<file path="config.mk">
export PLATFORM = sky130hd
export DESIGN_NAME = cmp_timer
export DESIGN_NICKNAME = d
export VERILOG_FILES = /design/src/rtl/cmp_timer_pkg.sv /design/src/rtl/cmp_timer_tick.sv /design/src/rtl/cmp_timer_count.sv /design/src/rtl/cmp_timer_chan.sv /design/src/rtl/cmp_timer.sv
export SDC_FILE = /design/constraint.sdc
export NUM_CORES = 1
export LEC_CHECK = 0
export ABC_AREA = 1
export CORE_MARGIN = 2
export CORE_UTILIZATION = 55
export CTS_CLUSTER_DIAMETER = 120
export DETAILED_ROUTE_END_ITERATION = 6
export HOLD_SLACK_MARGIN = 0.02
export MAX_ROUTING_LAYER = met4
export PLACE_DENSITY = 0.77
export RECOVER_POWER = 100
export SLEW_MARGIN = 20
export SYNTH_ARGS = -nofsm -noshare
export SYNTH_HDL_FRONTEND = slang
export SYNTH_SLANG_ARGS = --single-unit
</file>
<file path="constraint.sdc">
create_clock -name clk -period 2.1 [get_ports clk]
set_input_delay 0.525 -clock clk [delete_from_list [all_inputs] [get_ports clk]]
set_output_delay 0.525 -clock clk [all_outputs]
set_load 0.005 [all_outputs]
</file>
<file path="src/rtl/cmp_timer_pkg.sv">
package cmp_timer_pkg;

    typedef enum logic [0:0] {
        TK_IDLE = 1'b0,
        TK_RUN  = 1'b1
    } tick_state_e;

    localparam int A_CTRL     = 0;
    localparam int A_PRESC    = 1;
    localparam int A_MODE     = 2;
    localparam int A_ARM      = 3;
    localparam int A_FLAG     = 4;
    localparam int A_COUNT    = 5;
    localparam int A_CMP_BASE = 8;

    localparam int RUN_BIT    = 7;

endpackage

</file>
<file path="src/rtl/cmp_timer_tick.sv">
module cmp_timer_tick
    import cmp_timer_pkg::*;
#(
    parameter int PS_W = 3
) (
    input  logic            clk,
    input  logic            rst_n,
    input  logic            run_en,
    input  logic [PS_W-1:0] ps_sel,
    output logic            tick
);
    localparam int DIV_W = (1 << PS_W) - 1;

    tick_state_e      state_q, state_d;
    logic [DIV_W-1:0] prediv_q;
    logic [DIV_W-1:0] pmask;

    always_ff @(posedge clk or negedge rst_n) begin
        if (!rst_n) state_q <= TK_IDLE;
        else        state_q <= state_d;
    end

    always_comb begin
        state_d = state_q;
        unique case (state_q)
            TK_IDLE: state_d = run_en ? TK_RUN  : TK_IDLE;
            TK_RUN:  state_d = run_en ? TK_RUN  : TK_IDLE;
            default: state_d = TK_IDLE;
        endcase
    end

    assign pmask = ~({DIV_W{1'b1}} << ps_sel);

    always_ff @(posedge clk or negedge rst_n) begin
        if (!rst_n)                          prediv_q <= '0;
        else if (state_q == TK_RUN && run_en) prediv_q <= prediv_q + 1'b1;
        else                                 prediv_q <= '0;
    end

    always_comb begin
        tick = 1'b0;
        unique case (state_q)
            TK_RUN:  tick = run_en && ((prediv_q & pmask) == pmask);
            default: tick = 1'b0;
        endcase
    end

    // with a nonzero, unchanged prescale two ticks never fall back to back
    assert_tick_spacing_R2: assert property (@(posedge clk) disable iff (!rst_n)
        (tick && ps_sel != '0) |=> (!tick || ps_sel != $past(ps_sel)));

endmodule

</file>
<file path="src/rtl/cmp_timer_count.sv">
module cmp_timer_count #(
    parameter int CNT_W = 16
) (
    input  logic             clk,
    input  logic             rst_n,
    input  logic             tick,
    output logic [CNT_W-1:0] cnt_q,
    output logic [CNT_W-1:0] cnt_nxt
);
    assign cnt_nxt = cnt_q + 1'b1;

    always_ff @(posedge clk or negedge rst_n) begin
        if (!rst_n)    cnt_q <= '0;
        else if (tick) cnt_q <= cnt_nxt;
    end

    // without a tick the count holds
    assert_hold_without_tick_R1: assert property (@(posedge clk) disable iff (!rst_n)
        !tick |=> $stable(cnt_q));

    // the all-ones count rolls over to zero
    assert_wrap_to_zero_R8: assert property (@(posedge clk) disable iff (!rst_n)
        (tick && cnt_q == {CNT_W{1'b1}}) |=> (cnt_q == '0));

endmodule

</file>
<file path="src/rtl/cmp_timer_chan.sv">
module cmp_timer_chan #(
    parameter int CNT_W = 16
) (
    input  logic             clk,
    input  logic             rst_n,
    input  logic             tick,
    input  logic [CNT_W-1:0] cnt_nxt,
    input  logic             oc_en,
    input  logic             cmp_we,
    input  logic [CNT_W-1:0] cmp_wd,
    input  logic             clr,
    output logic [CNT_W-1:0] cmp_q,
    output logic             flag_q
);
    logic hit;

    assign hit = tick && oc_en && (cnt_nxt == cmp_q);

    always_ff @(posedge clk or negedge rst_n) begin
        if (!rst_n)      cmp_q <= '0;
        else if (cmp_we) cmp_q <= cmp_wd;
    end

    always_ff @(posedge clk or negedge rst_n) begin
        if (!rst_n)   flag_q <= 1'b0;
        else if (hit) flag_q <= 1'b1;
        else if (clr) flag_q <= 1'b0;
    end

    // a flag only rises on a counter step
    assert_flag_needs_tick_R3: assert property (@(posedge clk) disable iff (!rst_n)
        $rose(flag_q) |-> $past(tick));

    // a channel outside compare mode never raises its flag
    assert_no_set_when_off_R4: assert property (@(posedge clk) disable iff (!rst_n)
        !oc_en |=> !$rose(flag_q));

    // a set flag persists until cleared, whatever the mask does
    assert_flag_pending_R7: assert property (@(posedge clk) disable iff (!rst_n)
        (flag_q && !clr) |=> flag_q);

    // a match beats a simultaneous clear
    assert_set_beats_clear_R9: assert property (@(posedge clk) disable iff (!rst_n)
        (tick && oc_en && cnt_nxt == cmp_q && clr) |=> flag_q);

endmodule

</file>
<file path="src/rtl/cmp_timer.sv">
module cmp_timer
    import cmp_timer_pkg::*;
#(
    parameter int CNT_W = 16,
    parameter int N_CH  = 8,
    parameter int PS_W  = 3,
    parameter int AW    = 4,
    parameter int DW    = 16
) (
    input  logic            clk,
    input  logic            rst_n,
    input  logic [AW-1:0]   reg_addr,
    input  logic [DW-1:0]   reg_wdata,
    input  logic            reg_wr,
    output logic [DW-1:0]   reg_rdata,
    input  logic            irq_mask,
    output logic [N_CH-1:0] irq_req,
    output logic            irq_any
);
    localparam logic [AW-1:0] AD_CTRL  = AW'(A_CTRL);
    localparam logic [AW-1:0] AD_PRESC = AW'(A_PRESC);
    localparam logic [AW-1:0] AD_MODE  = AW'(A_MODE);
    localparam logic [AW-1:0] AD_ARM   = AW'(A_ARM);
    localparam logic [AW-1:0] AD_FLAG  = AW'(A_FLAG);
    localparam logic [AW-1:0] AD_COUNT = AW'(A_COUNT);

    logic            run_q;
    logic [PS_W-1:0] ps_q;
    logic [N_CH-1:0] oc_q;
    logic [N_CH-1:0] arm_q;
    logic [N_CH-1:0] flag_vec;
    logic [N_CH-1:0] clr_vec;
    logic            tick;
    logic [CNT_W-1:0] cnt_q;
    logic [CNT_W-1:0] cnt_nxt;
    logic [CNT_W-1:0] cmp_arr [N_CH];

    always_ff @(posedge clk or negedge rst_n) begin
        if (!rst_n) begin
            run_q <= 1'b0;
            ps_q  <= '0;
            oc_q  <= '0;
            arm_q <= '0;
        end else if (reg_wr) begin
            if (reg_addr == AD_CTRL)  run_q <= reg_wdata[RUN_BIT];
            if (reg_addr == AD_PRESC) ps_q  <= reg_wdata[PS_W-1:0];
            if (reg_addr == AD_MODE)  oc_q  <= reg_wdata[N_CH-1:0];
            if (reg_addr == AD_ARM)   arm_q <= reg_wdata[N_CH-1:0];
        end
    end

    assign clr_vec = (reg_wr && reg_addr == AD_FLAG) ? reg_wdata[N_CH-1:0] : '0;

    cmp_timer_tick #(.PS_W(PS_W)) u_tick (
        .clk    (clk),
        .rst_n  (rst_n),
        .run_en (run_q),
        .ps_sel (ps_q),
        .tick   (tick)
    );

    cmp_timer_count #(.CNT_W(CNT_W)) u_count (
        .clk     (clk),
        .rst_n   (rst_n),
        .tick    (tick),
        .cnt_q   (cnt_q),
        .cnt_nxt (cnt_nxt)
    );

    for (genvar i = 0; i < N_CH; i++) begin : g_chan
        logic cmp_we;
        assign cmp_we = reg_wr && (reg_addr == AW'(A_CMP_BASE + i));

        cmp_timer_chan #(.CNT_W(CNT_W)) u_chan (
            .clk     (clk),
            .rst_n   (rst_n),
            .tick    (tick),
            .cnt_nxt (cnt_nxt),
            .oc_en   (oc_q[i]),
            .cmp_we  (cmp_we),
            .cmp_wd  (reg_wdata[CNT_W-1:0]),
            .clr     (clr_vec[i]),
            .cmp_q   (cmp_arr[i]),
            .flag_q  (flag_vec[i])
        );
    end

    assign irq_req = flag_vec & arm_q;
    assign irq_any = !irq_mask && (|irq_req);

    always_comb begin
        reg_rdata = '0;
        case (reg_addr)
            AD_CTRL:  reg_rdata[RUN_BIT]    = run_q;
            AD_PRESC: reg_rdata[PS_W-1:0]   = ps_q;
            AD_MODE:  reg_rdata[N_CH-1:0]   = oc_q;
            AD_ARM:   reg_rdata[N_CH-1:0]   = arm_q;
            AD_FLAG:  reg_rdata[N_CH-1:0]   = flag_vec;
            AD_COUNT: reg_rdata[CNT_W-1:0]  = cnt_q;
            default: begin
                for (int k = 0; k < N_CH; k++) begin
                    if (reg_addr == AW'(A_CMP_BASE + k))
                        reg_rdata[CNT_W-1:0] = cmp_arr[k];
                end
            end
        endcase
    end

    // a raised mask leaves every flag as it was on the next edge unless written
    assert_mask_keeps_flags_R6: assert property (@(posedge clk) disable iff (!rst_n)
        (irq_mask && !(reg_wr && reg_addr == AD_FLAG)) |=> ((flag_vec & $past(flag_vec)) == $past(flag_vec)));

    // a request line never stays up once its arm bit has been cleared
    assert_req_follows_arm_R5: assert property (@(posedge clk) disable iff (!rst_n)
        (reg_wr && reg_addr == AD_ARM && reg_wdata[N_CH-1:0] == '0) |=> (irq_req == '0));

endmodule

</file>
==> results of run 1 <==
cells in the final DEF, fill, tap and decap left out, types with 10 or more instances in the layout:
cell type	n
nand4_1	15
xor2_1	20
clkbuf_16	17
nor2_2	32
clkdlybuf4s50_1	26
buf_6	49
nand2_2	32
dfrtp_1	176
nor2_4	18
nor2_1	87
o21ai_0	173
nand3_1	61
nand2_1	461
nand3b_1	13
nor3_1	10
nor3_2	10
buf_2	16
nand3_2	24
inv_2	12
inv_1	166
nand2_4	25
a21oi_1	18
buf_4	155
buf_12	12
o21ai_1	14
cells by family after synthesis:
logic type	count (synthesis)	synth area share
AOI/OAI and AO/OA	255	0.131
xor gates and xnor gates	35	0.0356
adders and majority gates	2	0.00237
buffers and inverters	237	0.0857
DFF	180	0.427
and+or+nand+nor	804	0.318
registers in the layout, indices dropped and copies added, names as in the netlist:
signal                cells
arm_q                     8
oc_q                      8
g_chan.u_chan.cmp_q     128
u_tick.state_q            1
g_chan.u_chan.flag_q      8
u_tick.prediv_q           7
u_count.cnt_q            16
ps_q                      3
run_q                     1
per-layer routing:
layer  up-vias  part of all wire  global-route usage
met3       145              0.11              0.0851
met2       726              0.44               0.576
met1      5563              0.41               0.565
li1       5349                 -                   -
met4         0             0.042               0.135
met5         -                 0                   -
what timing repair did:
item / 4_1_cts / 5_1_grt
pin swaps: 51 / 91
setup endpoints to repair: 25 / 25
resized for setup: 264 / 144
cloned: 1 / 2
buffers inserted: 31 / 16
layout make-up:
class	count	area, um2
inverter	186	718
multi-input combinational	1098	6120
fill	1373	4090
clock buffer	17	425
tap	234	293
clock inverter	13	171
timing repair buffer	278	2440
sequential	180	4510
stage by stage:
stage | instances | instance area, um2 | hold slack (ns)
after floorplan | 1513 | 10500 | 0.229
after global placement | 1929 | 12700 | 0.449
after detailed placement | 1929 | 12700 | 0.453
after CTS | 1990 | 14000 | 0.0354
after global routing | 2006 | 14700 | 0.445
final | 2006 | 14700 | 0.342
power groups by stage:
| stage | combinational [mW] | clock (mW) | sequential [mW] |
|---|---|---|---|
| 6_report | 4.03 | 3.39 | 4.74 |
| 3_3_place_gp | 3.31 | 0 | 4.72 |
| 5_1_grt | 4.40 | 3.52 | 4.82 |
| 2_1_floorplan | 1.84 | 0 | 4.59 |
| 4_1_cts | 3.59 | 3.40 | 4.69 |
| 3_5_place_dp | 3.37 | 0 | 4.74 |
final timing paths:
| path | from | endpoint | slack [ns] | cells past startpoint |
|---|---|---|---|---|
| setup / recovery | reg_addr[2] | reg_rdata[2] | -0.32 | 11 |
| hold reg to reg | u_tick.prediv_q[6]$_DFF_PN0_ | u_tick.prediv_q[6]$_DFF_PN0_ | 0.46 | 1 |
| min in group clk | u_tick.prediv_q[6]$_DFF_PN0_ | u_tick.prediv_q[6]$_DFF_PN0_ | 0.46 | 1 |
| max in group asynchronous | rst_n | u_count.cnt_q[15]$_DFFE_PN0N_ | 0.32 | 2 |
| setup reg to reg | u_count.cnt_q[1]$_DFFE_PN0N_ | g_chan[6].u_chan.flag_q$_DFFE_PN0P_ | -0.08 | 14 |
| hold / removal | rst_n | g_chan[7].u_chan.cmp_q[10]$_DFFE_PN0P_ | 0.34 | 1 |
==> results.ini, run 1 <==
[power]
p_switching_mw=4.40
swShare=0.361
internal-power_mw=7.77
peakVddDrop_v=0.000588
p_seq_frac=0.390
pwr-share-comb=0.331
p_clk_frac=0.279
p_leak_nw=7.25
p_total_mw=12.2
pwr_density_cell_nw_per_um2=829

[floorplan]
die_h_um=142
rows=50
initial_core_util=0.562
io_pins=49
fp.coreArea_um2=18800
die_w_um=142
die-area_um2=20300

[cts]
numCtsBuffers=17
ctsHoldBuffers=0
cts_tree=yes
cts_sinks=180
root_buffer=clkbuf_16
clk_pin_slew_worst_paths_ns=0.07
clockBufferDepth=2
clk_latency_ns=0.44
cts_htree_levels=4

[logic_synthesis]
synth_edf_count=0
syn_inst=1513
syn_area_um2=10500
seq_area_frac_synth=0.427
yosys-top-cells-area=dfrtp_1, nand2_1, o21ai_0
synth-main-ff-cell=dfrtp_1
yosysTopAreaCell=dfrtp_1
synth_seq_cells=180
syn-num-nets=1539
synth_cell_types=41
ys_warn_count=0
synthArstFlopShare=1.00
syn_avg_cell_area_um2=6.97
yosys-top-cells-count=nand2_1, o21ai_0, inv_1, dfrtp_1, nor2_1
yosysMostFrequentCell=nand2_1
netlist.area_leader.share=0.427

[final_layout]
layout-drive-gt1-share=0.277
syn_to_final_growth_pct=39.2
num-nets-final=1787
utilization=0.782
n_antenna_cell=0

[worst_setup_path]
cp-start-kind=input port
crit_type=input port to primary output
crit_buf_inv=4
cp-end-kind=primary output
path_max_fanout=5
slowest_stage=nor2_4
cp_cell_sequence=buf_8 -> nor2_4 -> nand2_4 -> buf_6 -> buf_6 -> o22ai_4 -> nor3_2 -> o2111ai_2 -> a21oi_2 -> nand2_1 -> buf_2
critical_path_required_ns=1.57
crit_arrival_ns=1.89
crit_family=simple AND/OR/NAND/NOR gates
slowest_delay_ns=0.25
cpMostUsedCell=buf_6

[sta]
fmax_mhz=414
finalSetupViolCount=157
fin_crit_sh=1.15
rsz0062_at_grt=yes
fin_crit_ns=2.42
worstMarginPinSlew_ns=1.27
layout_setup_ws_ns=-0.317
max_slew_margin=0.156
maxSlewViolCount=0
tns_ns=-16.44
clock_skew_ns=0.0102
hold_viol=0

[route]
routed_wl_um=39800
drtIter0Drc=1461
drc=0
via_per_inst=5.87
dr.pass1.iters=6
ant_nets=0
wl_per_cell_um=19.8
vias=11783

[global_routing]
grt_usage=0.400
grt_pass1_vias=10675
overflow=0
grt_max_degree=50
antenna_found_initial=0
grt_pass1_wl_um=59400

[outcome]
status=complete, but fails checks
violations=negative setup slack

[job]
maxCapViolations=0

[placement]
io_buffers=48
place.gp.congestion=1.05
dp_hpwl_um=27700
dp_slack_ns=-1.25

[worst_hold_path]
hp-class=input port to async pin

Power figures use the tool's default switching activity.
==> run 2, diff against run 1 <==
Settings changed: SLEW_MARGIN 20 to unset.
==> results of run 2 <==
No change in the layout: final DEF, timing and power equal those of run 1.
==> run 3, diff against run 2 <==
Settings changed: CORE_UTILIZATION 55 to 60, PLACE_DENSITY 0.77 to 0.79.
Clock period 2.1 ns to 2.64 ns, I/O delays scaled along.
==> results.ini, run 3 (same netlist as run 1, synthesis figures left out) <==
[outcome]
status=complete, but fails checks
violations=negative setup slack

[cts]
cts_htree_levels=4
numCtsBuffers=17
clockBufferDepth=2
clk_latency_ns=0.46
clk_pin_slew_worst_paths_ns=0.08
cts_sinks=180
cts_tree=yes
root_buffer=clkbuf_16
ctsHoldBuffers=0

[worst_setup_path]
r2r_slack_ns=0.03
crit_buf_inv=6
crit_type=input port to primary output
slowest_stage=a21oi_2
crit_arrival_ns=2.12
critical_path_required_ns=1.98
startpoint=reg_addr[0]
cp-start-kind=input port
crit_family=buffers and inverters
path_max_fanout=4
cpMostUsedCell=buf_6
r2r-start=u_count.cnt_q[1]$_DFFE_PN0N_
cp-end-kind=primary output
cp_cell_sequence=buf_8 -> buf_6 -> nand2_4 -> inv_2 -> nand2_2 -> buf_12 -> buf_6 -> nor2_2 -> nor3_2 -> o2111ai_2 -> a21oi_2 -> nand2_1 -> buf_2
slowest_delay_ns=0.21

[floorplan]
die_h_um=137
io_pins=49
initial_core_util=0.612
rows=48
die-area_um2=18600
fp.coreArea_um2=17200
die_w_um=137

[placement]
place.gp.congestion=1.12
io_buffers=48
dp_hpwl_um=25900
dpl_cell_area_um2=11800
dp_slack_ns=-0.896

[sta]
layout_setup_ws_ns=-0.139
finalSetupViolCount=15
clock_skew_ns=0.0172
max_slew_margin=0.166
worstMarginPinSlew_ns=1.25
fin_crit_ns=2.78
hold_viol=0
maxSlewViolCount=0
tns_ns=-1.08
fmax_mhz=360
rsz0062_at_grt=yes
fin_crit_sh=1.05

[route]
top_layer_used=met4
dr.pass1.iters=6
wl_per_cell_um=19.9
routed_wl_um=37300
routed-wl-met3_um=4520
drtIter0Drc=1494
wl_met2_um=16200
ant_nets=0
vias=11135
drc=0
via_per_inst=5.94
m1WireLength_um=14800

[global_routing]
antenna_found_initial=1
grt_max_degree=45
grt_usage=0.422
grt_pass1_wl_um=57100
overflow=0
grt_pass1_vias=10216

[final_layout]
num-nets-final=1663
multi_input_area_um2=5420
fillCellCount=1354
utilization=0.747
mostFrequentLayoutCells=nand2_1, dfrtp_1, o21ai_0
syn_to_final_growth_pct=22.1
layout_commonest_cell=nand2_1
largestRegisters=g_chan.u_chan.cmp_q: 128 flops, u_count.cnt_q: 16 flops
seq_area_um2=4500
layout-drive-gt1-share=0.153
top_register=g_chan.u_chan.cmp_q
largest_reg_flops=128
final_area_um2=12900

[worst_hold_path]
hp-class=input port to async pin

[power]
peakVddDrop_v=0.000629
p_leak_nw=6.39
p_total_mw=8.90
pwr_density_cell_nw_per_um2=691

[job]
maxCapViolations=0

-- run 3: cell types whose count changed in the layout (fill, tap and decap cells not counted), moves of 22 or more --
| cell | delta |
|---|---|
| buf_4 | -107 |
| nor2_1 | +28 |
| nand2_1 | +30 |
| buf_6 | -26 |
| nand3_2 | -22 |
| nand3_1 | +27 |
-- run 3: cell type report --
cell class / count / area share
Timing Repair Buffer: 156 / 0.105
Antenna cell: 1 / 0.000194
Clock buffer: 18 / 0.0341
Clock inverter: 14 / 0.0124
Tap cell: 225 / 0.0219
Sequential cell: 180 / 0.350
Multi-Input combinational cell: 1096 / 0.421
Inverter: 186 / 0.0548
-- run 3: routing by layer --
metal	GRT usage	vias to the layer above
met2	0.613	757
met4	0.172	0
li1	-	5086
met3	0.106	146
met1	0.568	5146
met5	-	-
-- run 3: final timing paths --
path                                                    endpoint  cells past startpoint
setup / recovery                                    reg_rdata[4]                     13
hold / removal             g_chan[4].u_chan.cmp_q[9]$_DFFE_PN0P_                      1
setup reg to reg             g_chan[6].u_chan.flag_q$_DFFE_PN0P_                     12
hold reg to reg            g_chan[0].u_chan.cmp_q[1]$_DFFE_PN0P_                      2
max in group asynchronous    g_chan[0].u_chan.flag_q$_DFFE_PN0P_                      2
min in group clk           g_chan[0].u_chan.cmp_q[1]$_DFFE_PN0P_                      2
-- run 3: per-stage QoR --
step                      std cells  hold slack, ns
after floorplan                1513           0.364
after global placement         1816           0.446
after detailed placement       1816           0.473
after CTS                      1873           0.167
after global routing           1876           0.500
final                          1876           0.453
-- run 3: repair_timing --
action | in CTS | in global routing
setup endpoints to repair | 16 | 21
gates cloned | 0 | 0
buffers inserted | 25 | 2
pin swaps | 37 | 25
gates resized for setup | 177 | 38
-- run 3: power by group --
group / total, mW / switching (mW) / internal [mW]
sequential: 3.84 / 0.569 / 3.27
clock: 2.66 / 1.29 / 1.38
combinational: 2.40 / 1.45 / 0.942
total: 8.90 / 3.31 / 5.59
